==> config.mk <==
export PLATFORM = sky130hd
export DESIGN_NAME = fmd_dispatch_arb
export DESIGN_NICKNAME = d
export VERILOG_FILES = /design/src/rtl/fmd_pkg.sv /design/src/rtl/fmd_flat_arb.sv /design/src/rtl/fmd_wr_check.sv /design/src/rtl/fmd_dispatch_arb.sv
export SDC_FILE = /design/constraint.sdc
export NUM_CORES = 1
export LEC_CHECK = 0
export BUFFER_PORTS_ARGS = -buffer_cell sky130_fd_sc_hd__clkbuf_2
export CAP_MARGIN = 20
export CELL_PAD_IN_SITES_DETAIL_PLACEMENT = 0
export CELL_PAD_IN_SITES_GLOBAL_PLACEMENT = 1
export CORE_UTILIZATION = 33
export CTS_CLUSTER_SIZE = 28
export DETAILED_ROUTE_END_ITERATION = 16
export GPL_TIMING_DRIVEN = 0
export PLACE_DENSITY = 0.84
export SLEW_MARGIN = 15
export SYNTH_ARGS = -nofsm -noshare
export SYNTH_HDL_FRONTEND = slang
export SYNTH_SLANG_ARGS = --single-unit
==> constraint.sdc <==
create_clock -name clk -period 2.5 [get_ports clk]
set_clock_uncertainty 0.1 [all_clocks]
set_input_delay 0.125 -clock clk [delete_from_list [all_inputs] [get_ports clk]]
set_output_delay 0.125 -clock clk [all_outputs]
set_load 0.03 [all_outputs]
==> src/rtl/fmd_pkg.sv <==
package fmd_pkg;
   typedef enum logic [1:0] {
      SLOT_EMPTY = 2'd0,
      SLOT_EXRDY = 2'd1,
      SLOT_SKIP  = 2'd2
   } slot_st_e;
endpackage

==> src/rtl/fmd_flat_arb.sv <==
module fmd_flat_arb
   import fmd_pkg::*;
#(
   parameter int NS      = 6,
   parameter int WW      = 6,
   parameter int LW      = 1,
   parameter int GM_SLOT = 3,
   parameter int LM_BASE = 4,
   parameter int NUM_LM  = 2
) (
   input  logic [NS-1:0]    disp_vld,
   input  logic [NS*WW-1:0] disp_wave,
   input  logic             gm_flat,
   input  logic [LW-1:0]    gm_lm_idx,
   output logic [NS*2-1:0]  arb_state,
   output logic [NS*WW-1:0] arb_wave,
   output logic             lose_vld,
   output logic [WW-1:0]    lose_wave
);
   logic          flat_go;
   logic [WW-1:0] gm_wave;
   logic [NS-1:0] hit;

   assign flat_go = disp_vld[GM_SLOT] & gm_flat;
   assign gm_wave = disp_wave[GM_SLOT*WW +: WW];

   for (genvar j = 0; j < NS; j++) begin : g_slot
      if (j >= LM_BASE && j < LM_BASE + NUM_LM) begin : g_lm
         assign hit[j] = flat_go && (gm_lm_idx == LW'(j - LM_BASE));
      end else begin : g_other
         assign hit[j] = 1'b0;
      end

      always_comb begin
         if (hit[j]) begin
            arb_state[j*2 +: 2] = SLOT_SKIP;
            arb_wave[j*WW +: WW] = gm_wave;
         end else if (disp_vld[j]) begin
            arb_state[j*2 +: 2] = SLOT_EXRDY;
            arb_wave[j*WW +: WW] = disp_wave[j*WW +: WW];
         end else begin
            arb_state[j*2 +: 2] = SLOT_EMPTY;
            arb_wave[j*WW +: WW] = '0;
         end
      end
   end

   always_comb begin
      lose_vld  = 1'b0;
      lose_wave = '0;
      for (int k = 0; k < NS; k++) begin
         if (hit[k] && disp_vld[k]) begin
            lose_vld  = 1'b1;
            lose_wave = lose_wave | disp_wave[k*WW +: WW];
         end
      end
   end
endmodule

==> src/rtl/fmd_wr_check.sv <==
module fmd_wr_check
   import fmd_pkg::*;
#(
   parameter int NS      = 6,
   parameter int WW      = 6,
   parameter int GM_SLOT = 3,
   parameter int LM_BASE = 4,
   parameter int NUM_LM  = 2
) (
   input  logic [NS*2-1:0]  arb_state,
   input  logic [NS*WW-1:0] arb_wave,
   input  logic [NS-1:0]    disp_scalar,
   input  logic [NS-1:0]    vrf_wr_ok,
   input  logic [NS-1:0]    srf_wr_ok,
   output logic [NS*2-1:0]  fin_state,
   output logic [NS*WW-1:0] fin_wave,
   output logic [NS-1:0]    wr_fail
);
   logic [NS-1:0] unwind;

   for (genvar j = 0; j < NS; j++) begin : g_slot
      logic exrdy, port_ok, drop;
      assign exrdy   = (arb_state[j*2 +: 2] == SLOT_EXRDY);
      assign port_ok = srf_wr_ok[j] & (disp_scalar[j] | vrf_wr_ok[j]);
      assign wr_fail[j] = exrdy & ~port_ok;

      if (j >= LM_BASE && j < LM_BASE + NUM_LM) begin : g_lm
         assign unwind[j] = (arb_state[j*2 +: 2] == SLOT_SKIP) & wr_fail[GM_SLOT];
      end else begin : g_other
         assign unwind[j] = 1'b0;
      end

      assign drop = wr_fail[j] | unwind[j];
      assign fin_state[j*2 +: 2] = drop ? SLOT_EMPTY : arb_state[j*2 +: 2];
      assign fin_wave[j*WW +: WW] = drop ? '0 : arb_wave[j*WW +: WW];
   end
endmodule

==> src/rtl/fmd_dispatch_arb.sv <==
module fmd_dispatch_arb
   import fmd_pkg::*;
#(
   parameter int NS      = 6,
   parameter int WW      = 6,
   parameter int GM_SLOT = 3,
   parameter int LM_BASE = 4,
   parameter int NUM_LM  = 2,
   parameter int LW      = (NUM_LM > 1) ? $clog2(NUM_LM) : 1
) (
   input  logic                 clk,
   input  logic                 rst_n,
   input  logic [NS-1:0]        disp_vld,
   input  logic [NS*WW-1:0]     disp_wave,
   input  logic [NS-1:0]        disp_scalar,
   input  logic                 gm_flat,
   input  logic [LW-1:0]        gm_lm_idx,
   input  logic [NS-1:0]        vrf_wr_ok,
   input  logic [NS-1:0]        srf_wr_ok,
   output logic [NS*2-1:0]      slot_state,
   output logic [NS*WW-1:0]     slot_wave,
   output logic [NS:0]          rein_vld,
   output logic [(NS+1)*WW-1:0] rein_wave,
   output logic                 arb_stall
);
   localparam int RW = (NS + 1) * WW;

   if (NUM_LM < 2 || (NUM_LM & (NUM_LM - 1)) != 0) begin : g_bad_lm
      $error("NUM_LM must be a power of two, at least 2");
   end
   if (GM_SLOT >= NS || LM_BASE + NUM_LM > NS) begin : g_bad_range
      $error("slot indices exceed NS");
   end
   if (GM_SLOT >= LM_BASE && GM_SLOT < LM_BASE + NUM_LM) begin : g_bad_overlap
      $error("GM_SLOT overlaps the local memory slots");
   end

   logic [NS*2-1:0]  arb_state, fin_state;
   logic [NS*WW-1:0] arb_wave, fin_wave;
   logic             lose_vld;
   logic [WW-1:0]    lose_wave;
   logic [NS-1:0]    wr_fail;
   logic [RW-1:0]    rein_wave_d;

   fmd_flat_arb #(
      .NS(NS), .WW(WW), .LW(LW), .GM_SLOT(GM_SLOT),
      .LM_BASE(LM_BASE), .NUM_LM(NUM_LM)
   ) u_arb (
      .disp_vld  (disp_vld),
      .disp_wave (disp_wave),
      .gm_flat   (gm_flat),
      .gm_lm_idx (gm_lm_idx),
      .arb_state (arb_state),
      .arb_wave  (arb_wave),
      .lose_vld  (lose_vld),
      .lose_wave (lose_wave)
   );

   fmd_wr_check #(
      .NS(NS), .WW(WW), .GM_SLOT(GM_SLOT),
      .LM_BASE(LM_BASE), .NUM_LM(NUM_LM)
   ) u_wr (
      .arb_state   (arb_state),
      .arb_wave    (arb_wave),
      .disp_scalar (disp_scalar),
      .vrf_wr_ok   (vrf_wr_ok),
      .srf_wr_ok   (srf_wr_ok),
      .fin_state   (fin_state),
      .fin_wave    (fin_wave),
      .wr_fail     (wr_fail)
   );

   assign rein_wave_d[0 +: WW] = lose_wave;
   for (genvar j = 0; j < NS; j++) begin : g_rein
      assign rein_wave_d[(j+1)*WW +: WW] = wr_fail[j] ? arb_wave[j*WW +: WW] : '0;
   end

   always_ff @(posedge clk) begin
      if (!rst_n) begin
         slot_state <= '0;
         slot_wave  <= '0;
         rein_vld   <= '0;
         rein_wave  <= '0;
         arb_stall  <= 1'b0;
      end else begin
         slot_state <= fin_state;
         slot_wave  <= fin_wave;
         rein_vld   <= {wr_fail, lose_vld};
         rein_wave  <= rein_wave_d;
         arb_stall  <= lose_vld;
      end
   end
endmodule

==> impl_metrics.tcl <==
set metrics [dict create \
    status "completed" \
    grt_max_degree 16 \
    finalCriticalPeriod_ns 1.573 \
    clkPwrFrac 0.364 \
    drc 0 \
    cts_max_level 3 \
    yosys_warnings 0 \
    nNetsFinal 490 \
    hp-class "in -> reg" \
    routedWlPerCell_um 12.82 \
    p_seq_frac 0.521 \
    max_slew_margin 0.6434 \
    drt_iter0_drc 39 \
    syn_to_final_growth_pct 59.56 \
    grt_pass1_vias 2205 \
    p_int_uw 2260 \
    pwr-share-comb 0.115 \
    crit_path_max_fanout 6 \
    hold_viol 0 \
    p_sw_frac 0.2343 \
    path_class "in -> reg" \
    setup_ws_ns 0.9275 \
    ios 162 \
    syn_inst 211 \
    via_count 2238 \
    clockBufferDepth 2 \
    crit_required_ns 2.69 \
    end_kind "register" \
    drv_slew 0 \
    antenna_cells 0 \
    final_area_um2 4250 \
    start_kind "input port" \
    dieArea_um2 8436 \
    gp_congestion 0.7211 \
    fin_crit_sh 0.6290 \
    clock_sinks 93 \
    syn-mean-instance-area_um2 12.62 \
    rsz0062_at_grt "no" \
    synth_area_um2 2664 \
    final.setup.tns_ns 0 \
    fp.dieH_um 91.85 \
    drt-total-wl_um 6819 \
    portBuffers 157 \
    final_cells 532 \
    synth_seq_area_share 0.6989 \
    grt_antenna_before_repair 0 \
    fp.dieW_um 91.85 \
    overflow 0 \
    ctsResizeCount 0 \
    coreArea_um2 7767 \
    leakagePower_uw 0.002104 \
    fillCellCount 690 \
    maxCapViolCount 0 \
    cts.reportedPaths.clkPinSlew_ns 0.09 \
    pre_cts_ws_ns 1.148 \
    placedCellCount 473 \
    drt-pass1-iter-count 4 \
    power_switching_uw 691.6 \
    via_per_inst 4.207 \
    power_density_nw_per_um2 694.4 \
    start_util 0.3429 \
    layout-drive-gt1-share 0.4279 \
    ant_nets 0 \
    worstPathArrival_ns 1.76 \
    fp-row-count 32 \
    synth_cell_types 19 \
    grt_use_total 0.1651 \
    ir_worst_vdd_mv 0.3129 \
    setup_viol 0 \
    clockRootBuffer "clkbuf_8" \
    place_area_um2 3588 \
    grt_pass1_wl_um 10620 \
    cts_buffers 9 \
    fmax_mhz 635.9 \
    ys_seq_elements 93 \
    tightest_slew_ns 0.5319 \
    dp_hpwl_um 4927 \
    tritoncts "built" \
]
## synthesized netlist by cell type
master,count,area share
mux2i_1,1,0.0038
nand2_1,6,0.0085
o21ai_1,1,0.0019
and3_1,1,0.0024
nor3b_4,2,0.014
nor2_1,5,0.0070
o21ai_0,3,0.0056
o21a_1,2,0.0056
and2_1,60,0.14
conb_1,1,0.0014
dfxtp_1,93,0.70
inv_1,1,0.0014
nor3_2,4,0.015
and2b_1,1,0.0028
nor2b_1,5,0.012
buf_4,5,0.014
and3b_2,1,0.0038
nand3_1,1,0.0019
a22o_1,18,0.059
## registers in the layout, summed over array words and instances, names as in the netlist
name        cells
rein_vld        7
slot_state      8
rein_wave      42
slot_wave      36
## per-layer routing
metal	wire, um	global-route usage	vias up
met5	0	0	-
met4	121	0.07161	0
met3	451	0.05058	11
met2	3585	0.2917	92
met1	2661	0.1817	1021
li1	-	-	1114
## power groups by stage
stage / logic (uW) / clock network [uW] / registers (uW)
after floorplan: 68.6 / 0 / 1660
after global placement: 280 / 0 / 1570
after detailed placement: 284 / 0 / 1570
after CTS: 340 / 1100 / 1540
after global routing: 364 / 1170 / 1540
final: 339 / 1080 / 1540
## worst max-delay path: stages
cell and delay [ns]:
dlygate4sd3_1 0.54, clkbuf_2 0.15, and3b_2 0.30, nor2b_1 0.44, a22o_1 0.20
## final timing paths
kind                          from             to  slack (ns)  cells past startpoint
worst min-delay path  srf_wr_ok[2]  slot_state[4]       0.009                      3
worst max-delay path     gm_lm_idx   rein_wave[5]        0.93                      5
## per-stage QoR
stage / power, uW / utilization / hold slack [ns]
floorplan: 1732 / - / 0.1344
global placement: 1851 / 0.4620 / 0.2356
detailed placement: 1856 / 0.4620 / 0.2389
CTS: 2980 / 0.5472 / 0.004576
global route: 3072 / 0.5472 / 0.04449
finish: 2952 / 0.5472 / 0.009373
## cell families (layout without fill, tap and decap cells)
kind of cell / count (synthesis) / count (layout) / synth area share
AO/OA/AOI/OAI: 24 / 24 / 0.07233
other: 1 / 4 / 0.001408
multiplexers: 1 / 1 / 0.003758
AND/OR/NAND/NOR: 86 / 86 / 0.2081
flip-flops: 93 / 93 / 0.6989
buffers and inverters: 6 / 222 / 0.01550
## cells in the final DEF (no fill, tap or decap), drive strengths merged, types with 5 or more instances in the layout
master / Yosys / routed
dfxtp: 93 / 93
and2: 60 / 60
dlygate4sd3: 0 / 44
nor2b: 5 / 5
nor2: 5 / 5
buf: 5 / 5
a22o: 18 / 18
clkbuf: 0 / 167
nand2: 6 / 6
## cell type report
type | instances | area (um2) | share of cell area
multi-input combinational | 115 | 772.0 | 0.1816
clock buffer | 10 | 137.6 | 0.03238
buffer | 5 | 37.54 | 0.008831
timing repair buffer | 201 | 1226 | 0.2885
inverter | 1 | 3.754 | 0.0008831
sequential | 93 | 1862 | 0.4380
tap | 102 | 127.6 | 0.03003
clock inverter | 5 | 83.83 | 0.01972
## timing repair
item,CTS,global route
setup endpoints to repair,0,0
hold buffers,44,0
setup buffers,0,0
hold endpoints to repair,86,0
No activity file was read; power rests on OpenSTA's default activity.
